File: src/rtl/cmd_rsp_pkg.sv
package cmd_rsp_pkg;

  typedef enum logic [1:0] {
    RSP_NONE      = 2'd0,
    RSP_SHORT_CRC = 2'd1,
    RSP_LONG      = 2'd2,
    RSP_SHORT     = 2'd3
  } rsp_kind_e;

  localparam int unsigned STAT_TMO_BIT = 1;
  localparam int unsigned STAT_CRC_BIT = 5;
  localparam int unsigned STAT_END_BIT = 13;
  localparam int unsigned SHORT_BYTES  = 6;

  // x^7 + x^3 + 1, MSB first
  function automatic logic [6:0] crc7_byte(input logic [6:0] crc, input logic [7:0] data);
    logic [6:0] c;
    logic       fb;
    c = crc;
    for (int i = 7; i >= 0; i--) begin
      fb = data[i] ^ c[6];
      c  = {c[5:0], 1'b0};
      if (fb) c = c ^ 7'h09;
    end
    return c;
  endfunction

endpackage

File: src/rtl/cmd_rsp_crc7.sv
module cmd_rsp_crc7 (
  input  logic       clk_i,
  input  logic       rst_ni,
  input  logic       clr_i,
  input  logic       upd_i,
  input  logic [7:0] byte_i,
  output logic [6:0] crc_o
);
  import cmd_rsp_pkg::*;

  logic [6:0] crc_q;

  always_ff @(posedge clk_i or negedge rst_ni) begin
    if (!rst_ni)    crc_q <= '0;
    else if (clr_i) crc_q <= '0;
    else if (upd_i) crc_q <= crc7_byte(crc_q, byte_i);
  end

  assign crc_o = crc_q;

endmodule

File: src/rtl/cmd_rsp_seq.sv
module cmd_rsp_seq #(
  parameter int unsigned FIFO_HW = 8,
  parameter int unsigned TMO_W   = 8,
  parameter logic [TMO_W-1:0] TMO_RST = '1
) (
  input  logic             clk_i,
  input  logic             rst_ni,
  input  logic             start_i,
  input  logic [1:0]       kind_i,
  input  logic             byte_vld_i,
  input  logic [6:0]       crc_field_i,
  input  logic [6:0]       crc_i,
  input  logic             tmo_we_i,
  input  logic [TMO_W-1:0] tmo_val_i,
  output logic             wr_en_o,
  output logic             crc_upd_o,
  output logic             end_o,
  output logic             crc_err_o,
  output logic             tmo_o
);
  import cmd_rsp_pkg::*;

  localparam int unsigned LONG_BYTES = 2 * FIFO_HW + 1;
  localparam int unsigned CNT_W      = $clog2(LONG_BYTES + 1);
  localparam logic [CNT_W-1:0] SHORT_LAST = CNT_W'(SHORT_BYTES - 1);
  localparam logic [CNT_W-1:0] LONG_LAST  = CNT_W'(LONG_BYTES - 1);

  rsp_kind_e        kind_q;
  logic             busy_q, got_q, end_q, crc_err_q, tmo_q;
  logic [CNT_W-1:0] cnt_q, last_idx;
  logic [TMO_W-1:0] tmo_cnt_q, tmo_lim_q;
  logic             take, is_last, crc_bad;

  assign last_idx = (kind_q == RSP_LONG) ? LONG_LAST : SHORT_LAST;
  assign take     = busy_q && byte_vld_i && !start_i;
  assign is_last  = (cnt_q == last_idx);
  assign crc_bad  = (kind_q == RSP_SHORT_CRC) && (crc_i != crc_field_i);

  // long responses drop their header byte
  assign wr_en_o   = take && !(kind_q == RSP_LONG && cnt_q == '0);
  assign crc_upd_o = take && (cnt_q < SHORT_LAST);

  always_ff @(posedge clk_i or negedge rst_ni) begin
    if (!rst_ni)       tmo_lim_q <= TMO_RST;
    else if (tmo_we_i) tmo_lim_q <= tmo_val_i;
  end

  always_ff @(posedge clk_i or negedge rst_ni) begin
    if (!rst_ni) begin
      kind_q    <= RSP_NONE;
      busy_q    <= 1'b0;
      got_q     <= 1'b0;
      cnt_q     <= '0;
      tmo_cnt_q <= '0;
      end_q     <= 1'b0;
      crc_err_q <= 1'b0;
      tmo_q     <= 1'b0;
    end else if (start_i) begin
      kind_q    <= rsp_kind_e'(kind_i);
      busy_q    <= (rsp_kind_e'(kind_i) != RSP_NONE);
      got_q     <= 1'b0;
      cnt_q     <= '0;
      tmo_cnt_q <= '0;
      end_q     <= (rsp_kind_e'(kind_i) == RSP_NONE);
      crc_err_q <= 1'b0;
      tmo_q     <= 1'b0;
    end else if (busy_q) begin
      if (byte_vld_i) begin
        got_q <= 1'b1;
        cnt_q <= cnt_q + 1'b1;
        if (is_last) begin
          busy_q    <= 1'b0;
          end_q     <= 1'b1;
          crc_err_q <= crc_bad;
        end
      end else if (!got_q) begin
        if (tmo_cnt_q == tmo_lim_q) begin
          busy_q <= 1'b0;
          tmo_q  <= 1'b1;
          end_q  <= 1'b1;
        end else begin
          tmo_cnt_q <= tmo_cnt_q + 1'b1;
        end
      end
    end
  end

  assign end_o     = end_q;
  assign crc_err_o = crc_err_q;
  assign tmo_o     = tmo_q;


  tmo_end_chk: assert property (@(posedge clk_i) disable iff (!rst_ni)
    tmo_q |-> end_q);

  crc_kind_chk: assert property (@(posedge clk_i) disable iff (!rst_ni)
    crc_err_q |-> (kind_q == RSP_SHORT_CRC));

  idle_hold_chk: assert property (@(posedge clk_i) disable iff (!rst_ni)
    (!busy_q && !start_i) |=> ($stable(end_q) && $stable(crc_err_q) && $stable(tmo_q)));

  tmo_got_chk: assert property (@(posedge clk_i) disable iff (!rst_ni)
    $rose(tmo_q) |-> !$past(got_q));

endmodule

File: src/rtl/cmd_rsp_store.sv
module cmd_rsp_store #(
  parameter int unsigned FIFO_HW = 8
) (
  input  logic        clk_i,
  input  logic        rst_ni,
  input  logic        flush_i,
  input  logic        wr_en_i,
  input  logic [7:0]  wr_byte_i,
  input  logic        rd_en_i,
  output logic [15:0] rd_data_o
);
  localparam int unsigned FIFO_B = 2 * FIFO_HW;
  localparam int unsigned AW     = $clog2(FIFO_B);
  localparam int unsigned HAW    = $clog2(FIFO_HW);
  localparam int unsigned CW     = $clog2(FIFO_B + 1);
  localparam int unsigned PW     = $clog2(FIFO_HW + 1);

  logic [7:0]    mem_q [FIFO_B];
  logic [CW-1:0] wr_cnt_q;
  logic [PW-1:0] rd_ptr_q, valid_hw;
  logic [AW-1:0] hi_idx, lo_idx;
  logic          avail, do_wr;

  assign do_wr    = wr_en_i && (wr_cnt_q < CW'(FIFO_B));
  assign valid_hw = PW'(wr_cnt_q >> 1);
  assign avail    = (rd_ptr_q < valid_hw);
  assign hi_idx   = {rd_ptr_q[HAW-1:0], 1'b0};
  assign lo_idx   = {rd_ptr_q[HAW-1:0], 1'b1};
  assign rd_data_o = avail ? {mem_q[hi_idx], mem_q[lo_idx]} : 16'h0000;

  for (genvar g = 0; g < FIFO_B; g++) begin : g_byte
    always_ff @(posedge clk_i or negedge rst_ni) begin
      if (!rst_ni)                                  mem_q[g] <= '0;
      else if (!flush_i && do_wr && wr_cnt_q == CW'(g)) mem_q[g] <= wr_byte_i;
    end
  end

  always_ff @(posedge clk_i or negedge rst_ni) begin
    if (!rst_ni) begin
      wr_cnt_q <= '0;
      rd_ptr_q <= '0;
    end else if (flush_i) begin
      wr_cnt_q <= '0;
      rd_ptr_q <= '0;
    end else begin
      if (do_wr)            wr_cnt_q <= wr_cnt_q + 1'b1;
      if (rd_en_i && avail) rd_ptr_q <= rd_ptr_q + 1'b1;
    end
  end


  flush_chk: assert property (@(posedge clk_i) disable iff (!rst_ni)
    flush_i |=> (wr_cnt_q == '0 && rd_ptr_q == '0));

  pop_adv_chk: assert property (@(posedge clk_i) disable iff (!rst_ni)
    (rd_en_i && !flush_i && avail) |=> (rd_ptr_q == $past(rd_ptr_q) + 1'b1));

  over_read_chk: assert property (@(posedge clk_i) disable iff (!rst_ni)
    (!flush_i && !avail) |=> $stable(rd_ptr_q));

  fill_bound_chk: assert property (@(posedge clk_i) disable iff (!rst_ni)
    wr_cnt_q <= CW'(FIFO_B));

endmodule

File: src/rtl/cmd_rsp_reader.sv
module cmd_rsp_reader #(
  parameter int unsigned FIFO_HW = 8,
  parameter int unsigned TMO_W   = 8,
  parameter logic [TMO_W-1:0] TMO_RST = 8'hff
) (
  input  logic             clk_i,
  input  logic             rst_ni,
  input  logic             cmd_start_i,
  input  logic [1:0]       rsp_kind_i,
  input  logic             rsp_vld_i,
  input  logic [7:0]       rsp_byte_i,
  input  logic             tmo_we_i,
  input  logic [TMO_W-1:0] tmo_val_i,
  input  logic             rd_en_i,
  output logic [15:0]      rd_data_o,
  output logic [15:0]      status_o
);
  import cmd_rsp_pkg::*;

  logic       wr_en, crc_upd, end_f, crc_err_f, tmo_f;
  logic [6:0] crc;

  cmd_rsp_crc7 u_crc (
    .clk_i  (clk_i),
    .rst_ni (rst_ni),
    .clr_i  (cmd_start_i),
    .upd_i  (crc_upd),
    .byte_i (rsp_byte_i),
    .crc_o  (crc)
  );

  cmd_rsp_seq #(
    .FIFO_HW (FIFO_HW),
    .TMO_W   (TMO_W),
    .TMO_RST (TMO_RST)
  ) u_seq (
    .clk_i       (clk_i),
    .rst_ni      (rst_ni),
    .start_i     (cmd_start_i),
    .kind_i      (rsp_kind_i),
    .byte_vld_i  (rsp_vld_i),
    .crc_field_i (rsp_byte_i[7:1]),
    .crc_i       (crc),
    .tmo_we_i    (tmo_we_i),
    .tmo_val_i   (tmo_val_i),
    .wr_en_o     (wr_en),
    .crc_upd_o   (crc_upd),
    .end_o       (end_f),
    .crc_err_o   (crc_err_f),
    .tmo_o       (tmo_f)
  );

  cmd_rsp_store #(
    .FIFO_HW (FIFO_HW)
  ) u_store (
    .clk_i     (clk_i),
    .rst_ni    (rst_ni),
    .flush_i   (cmd_start_i),
    .wr_en_i   (wr_en),
    .wr_byte_i (rsp_byte_i),
    .rd_en_i   (rd_en_i),
    .rd_data_o (rd_data_o)
  );

  always_comb begin
    status_o               = '0;
    status_o[STAT_END_BIT] = end_f;
    status_o[STAT_CRC_BIT] = crc_err_f;
    status_o[STAT_TMO_BIT] = tmo_f;
  end


  none_chk: assert property (@(posedge clk_i) disable iff (!rst_ni)
    (cmd_start_i && rsp_kind_i == 2'd0) |=> (status_o[STAT_END_BIT] && rd_data_o == 16'h0000));

  start_clr_chk: assert property (@(posedge clk_i) disable iff (!rst_ni)
    (cmd_start_i && rsp_kind_i != 2'd0) |=> (status_o == 16'h0000 && rd_data_o == 16'h0000));

endmodule

File: config.mk
export PLATFORM = sky130hd
export DESIGN_NAME = cmd_rsp_reader
export DESIGN_NICKNAME = d
export VERILOG_FILES = /design/src/rtl/cmd_rsp_pkg.sv /design/src/rtl/cmd_rsp_crc7.sv /design/src/rtl/cmd_rsp_seq.sv /design/src/rtl/cmd_rsp_store.sv /design/src/rtl/cmd_rsp_reader.sv
export SDC_FILE = /design/constraint.sdc
export NUM_CORES = 1
export LEC_CHECK = 0
export ABC_AREA = 1
export BUFFER_PORTS_ARGS = -buffer_cell sky130_fd_sc_hd__buf_2
export CAP_MARGIN = 10
export CORE_AREA = 2 2 120 122
export DETAILED_ROUTE_END_ITERATION = 6
export DIE_AREA = 0 0 122 124
export MAX_ROUTING_LAYER = met4
export PLACE_DENSITY = 0.91
export SKIP_CTS_REPAIR_TIMING = 1
export SLEW_MARGIN = 20
export SYNTH_ARGS = -nofsm -noshare
export SYNTH_HDL_FRONTEND = slang
export SYNTH_SLANG_ARGS = --single-unit
export TNS_END_PERCENT = 1
File: constraint.sdc
create_clock -name clk_i -period 4.65 [get_ports clk_i]
set_input_delay 0.2325 -clock clk_i [delete_from_list [all_inputs] [get_ports clk_i]]
set_output_delay 0.2325 -clock clk_i [all_outputs]
set_load 0.05 [all_outputs]
==> impl_metrics.ini, run 1 <==
[status]
status = complete, no violations

[power_and_ir_drop]
power.density_nw_per_um2 = 521
combPwrFrac = 0.330
leakagePower_nw = 4.84
total_power_mw = 5.02
intPower_mw = 3.10
peakVddDrop_v = 0.000330
power_switching_mw = 1.92
clkPwrFrac = 0.302
p_seq_frac = 0.369
p_sw_frac = 0.382

[synthesis]
synth_edf_count = 0
ys_seq_area_frac = 0.486
ys.flop_type = dfrtp_1
ys_ff_latch = 172
synth_top_family_by_area = simple AND/OR/NAND/NOR gates
synth_common_cells = nand2_1, o21ai_0, dfrtp_1, inv_1, nor2_1
synth_most_common_cell = nand2_1
synthTopCellsByArea = dfrtp_1, nand2_1, o21ai_0
synth_area_per_cell_sq_um = 7.82
syn_area_sq_um = 8880
synthSimpleGateAreaFrac = 0.214
yosys_warnings = 0
syn-instance-count = 1135
synth_top_area_cell = dfrtp_1
synthXorXnorAreaFrac = 0.0197
yosys.area_share.adder = 0.0169
synth_top_area_frac = 0.462
synth_cell_types = 35
synth_compound_area_frac = 0.176
synthArstFlopShare = 1.00
synthMuxAreaShare = 0.00634

[sta]
maxSlewHeadroom = 0.321
clock_skew_ps = 11.3
fin_crit_ps = 3230
setup_viol_count_final = 0
holdWs_ps = 6.68
fmax_mhz = 310
final_hold_viol_count = 0
period_share = 0.694
setup_ws_ps = 1420
rsz0062_at_grt = false
tightest_slew_ps = 1020
drv_slew = 0
fin_setup_tns_ps = 0

[cts]
clk_latency_ps = 440
numClockSinks = 172
cts_buffers = 17
ctsHtreeMaxLevel = 4
cts_root_buf = clkbuf_16
cts_tree = built
clock_path_buffers = 2
clk_pin_slew_ps = 60

[floorplanning]
rows = 43
die_w_um = 122
start_util = 0.647
io-pin-count = 56
die_area_sq_um = 15100
core_sq_um = 13700
die_y_um = 124

[final_layout]
finalNonFillerCells = 1321
final_nets = 1164
n_antenna_cell = 0
syn2layout_area_growth_pct = 8.44
drive_gt1_frac = 0.0990

[hold_path]
hold_depth = 3
hp-class = in2reg

[placed_design]
io_buffers = 42
pre_cts_ws_ps = 1920
dpl.hpwl_um = 13400
dp.cells = 1288
gp_congestion = 0.830

[setup_path]
cp.arrival_ps = 2990
cp_slowest_cell = dfrtp_1
path_max_fanout = 20
critPathCaptureType = output port
path_cells = ha_1, nand3_1, nand2_1, nor3_1, buf_2
start_kind = register
required_ps = 4420
slowest_delay_ps = 870
path_class = reg2out
ff2ff_path_depth = 9

[routing]
drt-initial-drc-count = 996
wire_per_inst_um = 16.9
vias = 7727
met2_length_um = 10500
wl_met3_um = 2060
wirelength_um = 22300
via_per_inst = 5.85
firstDrtPassIters = 6
topRoutingLayerUsed = met4
drcViolationCount = 0
wl_met1_um = 8940
final_antenna_net_count = 0

[global_routing]
grt_max_degree = 94
grt-ovfl-total = 0
grt_pass1_vias = 7365
grt.total_usage = 0.325
antenna_found_initial = 0
grt_pass1_wl_um = 36600

[flow_run]
max_cap_violations = 0
sequential cells by signal, summed over array words and instances, names as in the netlist:
register          flops
u_store.mem_q       128
u_seq.busy_q          1
u_seq.tmo_o           1
u_crc.crc_o           7
u_seq.end_o           1
u_seq.tmo_cnt_q       8
u_seq.kind_q          2
u_seq.got_q           1
u_store.rd_ptr_q      4
u_seq.tmo_lim_q       8
u_store.wr_cnt_q      5
u_seq.cnt_q           5
u_seq.crc_err_o       1
final timing paths:
path | startpoint | end | slack [ps]
min in group asynchronous | rst_ni | u_store.mem_q[44] | 450
setup reg to reg | u_seq.cnt_q[1] | u_store.mem_q[46] | 2000
hold / removal | tmo_val_i[5] | u_seq.tmo_lim_q[5] | 7
max in group asynchronous | rst_ni | u_store.mem_q[120] | 3120
hold reg to reg | u_seq.end_o | u_seq.end_o | 470
setup / recovery | u_store.rd_ptr_q[2] | rd_data_o[14] | 1420
final cells by class:
type / instances / area [sq um]
flip-flops and latches: 172 / 4320
fillers: 1070 / 4090
multi-input cells: 811 / 3900
clock buffers: 27 / 523
inverters: 76 / 285
repair buffers: 50 / 279
well taps: 180 / 225
clock inverters: 5 / 104
cells in the final DEF, fill, tap and decap left out, drive strengths merged:
master and n:
nand2 339, o21ai 221, dfrtp 164, nor2 86
inv 74, buf 49, a21oi 40, o211ai 30
nand3 29, clkbuf 27, xnor2 14, conb 13
ha 12, dfstp 8, xor2 6, nand4 5
mux2 5, clkinv 4, nor3 3, bufinv 3
nand3b 2, or2 2, a211oi 1, o21a 1
o22ai 1, a22oi 1, dlygate4sd3 1
stage by stage:
step                      utilization  instance area, sq um
final                           0.702                  9630
after global routing            0.702                  9630
after CTS                       0.701                  9620
after detailed placement        0.655                  8990
after global placement          0.655                  8990
after floorplan                     -                  8920
per-layer routing:
layer  global-route usage  up-vias
met2                0.498      405
met4                0.155        0
met1                0.423     3609
met5                    -        -
met3               0.0618       68
li1                     -     3645
kinds of logic after synthesis:
| logic type | Yosys count |
|---|---|
| AO/OA/AOI/OAI | 295 |
| XOR/XNOR | 20 |
| adder cells (fa/ha/maj) | 12 |
| buffers and inverters | 164 |
| flip-flops | 172 |
| multiplexers | 5 |
| other | 1 |
| AND/OR/NAND/NOR | 466 |
worst max-delay path: cells and delay by family (launching register included):
family	cells	cell delay (ps)
DFF	1	870
and+or+nand+nor	3	1000
buffers and inverters	1	340
adders and majority gates	1	350
power by group through the flow:
| stage | sequential (mW) | combinational, mW | clock (mW) |
|---|---|---|---|
| finish | 1.85 | 1.66 | 1.51 |
| CTS | 1.85 | 1.64 | 1.52 |
| floorplan | 1.83 | 1.26 | 0 |
| global placement | 1.86 | 1.58 | 0 |
| detailed placement | 1.87 | 1.63 | 0 |
| global route | 1.87 | 1.84 | 1.57 |
Note: power is estimated with default switching activity, not from simulation.
==> inputs of run 2 (changes only) <==
--- a/config.mk
+++ b/config.mk
@@ -5,14 +5,14 @@
 export SDC_FILE = /design/constraint.sdc
 export NUM_CORES = 1
 export LEC_CHECK = 0
-export ABC_AREA = 1
+export ABC_AREA = 0
 export BUFFER_PORTS_ARGS = -buffer_cell sky130_fd_sc_hd__buf_2
 export CAP_MARGIN = 10
-export CORE_AREA = 2 2 120 122
+export CORE_AREA = 2 2 128 130
 export DETAILED_ROUTE_END_ITERATION = 6
-export DIE_AREA = 0 0 122 124
+export DIE_AREA = 0 0 130 132
 export MAX_ROUTING_LAYER = met4
-export PLACE_DENSITY = 0.91
+export PLACE_DENSITY = 0.82
 export SKIP_CTS_REPAIR_TIMING = 1
 export SLEW_MARGIN = 20
 export SYNTH_ARGS = -nofsm -noshare
==> constraint.sdc (replaced) <==
create_clock -name clk_i -period 2.9 [get_ports clk_i]
set_input_delay 0.145 -clock clk_i [delete_from_list [all_inputs] [get_ports clk_i]]
set_output_delay 0.145 -clock clk_i [all_outputs]
set_load 0.05 [all_outputs]
==> impl_metrics.ini, run 2 <==
[synthesis]
synthArstFlopShare = 1.00
synth_edf_count = 0
synth_common_cells = dfrtp_1, mux2_2, nor2_1, mux4_2, clkbuf_1
ys.flop_type = dfrtp_1
synth_top_area_cell = dfrtp_1
synth_area_per_cell_sq_um = 13.7
ys_ff_latch = 172
syn-instance-count = 621
synth_top_area_frac = 0.484
synth_cell_types = 56
ys_seq_area_frac = 0.509
yosys_warnings = 0
syn_area_sq_um = 8480
synth_most_common_cell = dfrtp_1
synthTopCellsByArea = dfrtp_1, mux2_2, mux4_2

[final_layout]
final_nets = 701
ff_latch_area_sq_um = 4320
largest_reg_flops = 128
drive_gt1_frac = 0.420
multi_input_area_sq_um = 3920
syn2layout_area_growth_pct = 13.0
largest_register = u_store.mem_q
fill_cells = 1139
n_antenna_cell = 0
final_cell_mix = dfrtp_1, mux2_2, nor2_1
final_common_cell = dfrtp_1
top_regs = u_store.mem_q: 128 flops, u_seq.tmo_cnt_q: 8 flops, u_seq.tmo_lim_q: 8 flops

[placed_design]
io_buffers = 42
gp_congestion = 0.885
dpl.hpwl_um = 11500

[routing]
final_antenna_net_count = 0
wirelength_um = 17600
via_per_inst = 5.73
drt-initial-drc-count = 344
wire_per_inst_um = 19.7
vias = 5127
drcViolationCount = 0
firstDrtPassIters = 4

[sta]
setup_viol_count_final = 0
fin_setup_tns_ps = 0
final_hold_viol_count = 0
fin_crit_ps = 2560
fmax_mhz = 391
maxSlewHeadroom = 0.463
drv_slew = 0
period_share = 0.882
clock_skew_ps = 9.79
rsz0062_at_grt = false
tightest_slew_ps = 806

[power_and_ir_drop]
peakVddDrop_v = 0.000554
leakagePower_nw = 4.34
power.density_nw_per_um2 = 604
total_power_mw = 5.79

[cts]
ctsHtreeMaxLevel = 4
numClockSinks = 172
cts_tree = built
cts_root_buf = clkbuf_16
clock_path_buffers = 2
cts_buffers = 17
clk_pin_slew_ps = 60
clk_latency_ps = 430

[global_routing]
grt.total_usage = 0.225
grt_pass1_wl_um = 28800
grt_max_degree = 87
grt_pass1_vias = 5401
grt-ovfl-total = 0
antenna_found_initial = 0

[setup_path]
path_max_fanout = 16
start_kind = register
required_ps = 2760
path_class = reg2out
critPathCaptureType = output port
cp.arrival_ps = 2410

[floorplanning]
start_util = 0.540
die_y_um = 132
core_sq_um = 15700
die_area_sq_um = 17200
die_w_um = 130
rows = 46
io-pin-count = 56

[flow_run]
max_cap_violations = 0

[hold_path]
hp-class = in2reg

[status]
status = complete, no violations
==> run 2: changes by cell type in the layout (fill, tap and decap cells not counted), sizes merged, moves of 28 or more <==
cell | previous run | this run
mux2 | 5 | 138
o211ai | 30 | 2
mux4 | 0 | 32
inv | 74 | 13
nor2 | 86 | 53
nand2 | 339 | 15
a21oi | 40 | 10
o21ai | 221 | 16
==> run 2: cell type report <==
| class | count | share of cell area |
|---|---|---|
| Sequential cell | 172 | 0.450 |
| Multi-Input combinational cell | 402 | 0.409 |
| Clock buffer | 21 | 0.0491 |
| Timing Repair Buffer | 62 | 0.0437 |
| Tap cell | 216 | 0.0282 |
| Clock inverter | 11 | 0.0162 |
| Inverter | 10 | 0.00392 |
==> run 2: metrics by stage <==
stage | worst slack, ps | cells | utilization | area (sq um) | hold WS, ps
after floorplan | 335 | 633 | - | 8530 | -151
after global placement | 521 | 851 | 0.563 | 8850 | 263
after detailed placement | 446 | 851 | 0.563 | 8850 | 268
after CTS | 289 | 883 | 0.603 | 9470 | -183
after global routing | 172 | 894 | 0.610 | 9580 | 120
final | 341 | 894 | 0.610 | 9580 | 91.8
==> run 2: cells by family (layout without fill, tap and decap cells) <==
logic type	Yosys count	in the layout	share of synthesized area
adders and majority gates	12	12	0.0177
and+or+nand+nor	114	114	0.0779
muxes	189	189	0.291
buffers and inverters	59	104	0.0351
DFF	172	172	0.509
AOI/OAI and AO/OA	37	37	0.0298
xor gates and xnor gates	37	37	0.0400
other	1	13	0.000442
==> run 2: path summary, 6_finish.rpt <==
check / startpoint / to / slack [ps] / cells past startpoint
max: u_store.wr_cnt_q[3] / rd_data_o[6] / 340 / 8
min: rd_en_i / u_store.rd_ptr_q[2] / 90 / 4
max reg2reg: u_seq.cnt_q[0] / u_store.mem_q[67] / 410 / 7
min reg2reg: u_store.mem_q[79] / u_store.mem_q[79] / 500 / 1
max in group asynchronous: rst_ni / u_store.mem_q[77] / 1600 / 3
min in group asynchronous: rst_ni / u_crc.crc_o[6] / 340 / 2
==> run 2: power breakdown <==
part	switching, mW	internal [mW]
logic	0.389	0.345
clock network	0.951	1.44
registers	0.102	2.56
total	1.44	4.34
==> run 2: critical path: stages (launching register included) <==
cell	delay [ps]
dfrtp_1	380
inv_1	120
ha_1	240
or2_2	270
a21oi_1	240
nor2_1	60
buf_4	230
nor2_1	160
buf_2	280
==> run 2: layer usage <==
metal | track usage | part of all wire | up-vias
li1 | - | - | 2283
met1 | 0.286 | 0.42 | 2682
met2 | 0.364 | 0.52 | 140
met3 | 0.0414 | 0.045 | 22
met4 | 0.0812 | 0.018 | 0
met5 | - | 0 | -
==> inputs of run 3 (changes only) <==
--- a/config.mk
+++ b/config.mk
@@ -8,11 +8,11 @@
 export ABC_AREA = 0
 export BUFFER_PORTS_ARGS = -buffer_cell sky130_fd_sc_hd__buf_2
 export CAP_MARGIN = 10
-export CORE_AREA = 2 2 128 130
+export CORE_AREA = 2 2 152 109
 export DETAILED_ROUTE_END_ITERATION = 6
-export DIE_AREA = 0 0 130 132
+export DIE_AREA = 0 0 154 111
 export MAX_ROUTING_LAYER = met4
-export PLACE_DENSITY = 0.82
+export PLACE_DENSITY = 0.83
 export SKIP_CTS_REPAIR_TIMING = 1
 export SLEW_MARGIN = 20
 export SYNTH_ARGS = -nofsm -noshare
==> impl_metrics.ini, run 3 (synthesis results as in run 2) <==
[sta]
fmax_mhz = 364
final_hold_viol_count = 0
rsz0062_at_grt = false
clock_skew_ps = 9.74
fin_setup_tns_ps = 0
maxSlewHeadroom = 0.518
period_share = 0.947
fin_crit_ps = 2750
drv_slew = 0
setup_viol_count_final = 0
tightest_slew_ps = 723

[global_routing]
grt_pass1_vias = 5355
antenna_found_initial = 0
grt-ovfl-total = 0
grt.total_usage = 0.232
grt_max_degree = 107
grt_pass1_wl_um = 29400

[floorplanning]
die_w_um = 154
io-pin-count = 56
rows = 39
die_y_um = 111
start_util = 0.535
core_sq_um = 15900
die_area_sq_um = 17100

[cts]
ctsHtreeMaxLevel = 4
numClockSinks = 172
cts_buffers = 17
clk_latency_ps = 430
cts_root_buf = clkbuf_16
clk_pin_slew_ps = 60
clock_path_buffers = 2
cts_tree = built

[routing]
via_per_inst = 5.86
firstDrtPassIters = 5
wirelength_um = 18100
final_antenna_net_count = 0
wire_per_inst_um = 20.5
drcViolationCount = 0
drt-initial-drc-count = 420
vias = 5175

[power_and_ir_drop]
peakVddDrop_v = 0.000435
power.density_nw_per_um2 = 609
leakagePower_nw = 4.33

[final_layout]
top_regs = u_store.mem_q: 128 flops, u_seq.tmo_cnt_q: 8 flops, u_seq.tmo_lim_q: 8 flops
largest_reg_flops = 128
syn2layout_area_growth_pct = 12.7
fin_util = 0.603
largest_register = u_store.mem_q
final_nets = 701
n_antenna_cell = 0
final_cell_mix = dfrtp_1, mux2_2, nor2_1, buf_2, mux4_2
drive_gt1_frac = 0.417
final_common_cell = dfrtp_1

[placed_design]
io_buffers = 42
gp_congestion = 0.836
dpl.hpwl_um = 11700

[setup_path]
critPathCaptureType = output port
start_kind = register
path_class = reg2out
cp.arrival_ps = 2600
path_max_fanout = 9
required_ps = 2760

[status]
status = complete, no violations

[hold_path]
hp-class = in2reg

[flow_run]
max_cap_violations = 0
## run 3: changes by cell type in the layout (fill, tap and decap cells not counted), sizes merged
cell,change
clkinv,-2
inv,-2
bufinv,+1
clkbuf,+2
clkinvlp,+1
## run 3: critical path, cell delays in order, from the launching register on
cell     delay (ps)
dfrtp_1         380
inv_1           130
ha_1            250
or2_2           280
a21oi_1         310
nor2_2          200
buf_4           230
nor2_1          130
buf_2           280
## run 3: per-layer routing
metal,track usage,wire length [um]
met4,0.0623,272
met2,0.338,8560
met1,0.334,8310
met5,-,0
met3,0.0512,981
## run 3: through the flow
stage | hold WS (ps) | cell area, sq um | power (mW) | instances | setup slack [ps]
floorplan | -151 | 8530 | 3.23 | 633 | 335
global placement | 25.7 | 8820 | 3.38 | 840 | 509
detailed placement | 30.8 | 8820 | 3.41 | 840 | 395
CTS | -427 | 9450 | 5.85 | 872 | 23.0
global route | 138 | 9560 | 6.06 | 883 | 37.2
finish | 127 | 9560 | 5.82 | 883 | 154
## run 3: power breakdown
part	internal, mW	switching (mW)	total [mW]
sequential	2.56	0.0966	2.66
combinational	0.344	0.385	0.729
clock	1.49	0.940	2.43
## run 3: layout make-up
type / instances / area, sq um
Tap cell: 205 / 256
Sequential cell: 172 / 4320
Clock buffer: 23 / 468
Inverter: 10 / 37.5
Timing Repair Buffer: 62 / 407
Clock inverter: 9 / 159
Multi-Input combinational cell: 402 / 3920
Fill cell: 1160 / 6300
## run 3: final timing paths
check | from | endpoint | slack, ps | depth (start not counted)
min | tmo_we_i | u_seq.tmo_lim_q[3] | 130 | 2
min reg2reg | u_store.mem_q[79] | u_store.mem_q[79] | 490 | 1
max in group asynchronous | rst_ni | u_store.rd_ptr_q[0] | 1860 | 3
max | u_store.wr_cnt_q[3] | rd_data_o[1] | 150 | 8
max reg2reg | u_seq.cnt_q[0] | u_store.mem_q[69] | 340 | 7
min in group asynchronous | rst_ni | u_store.mem_q[111] | 150 | 2
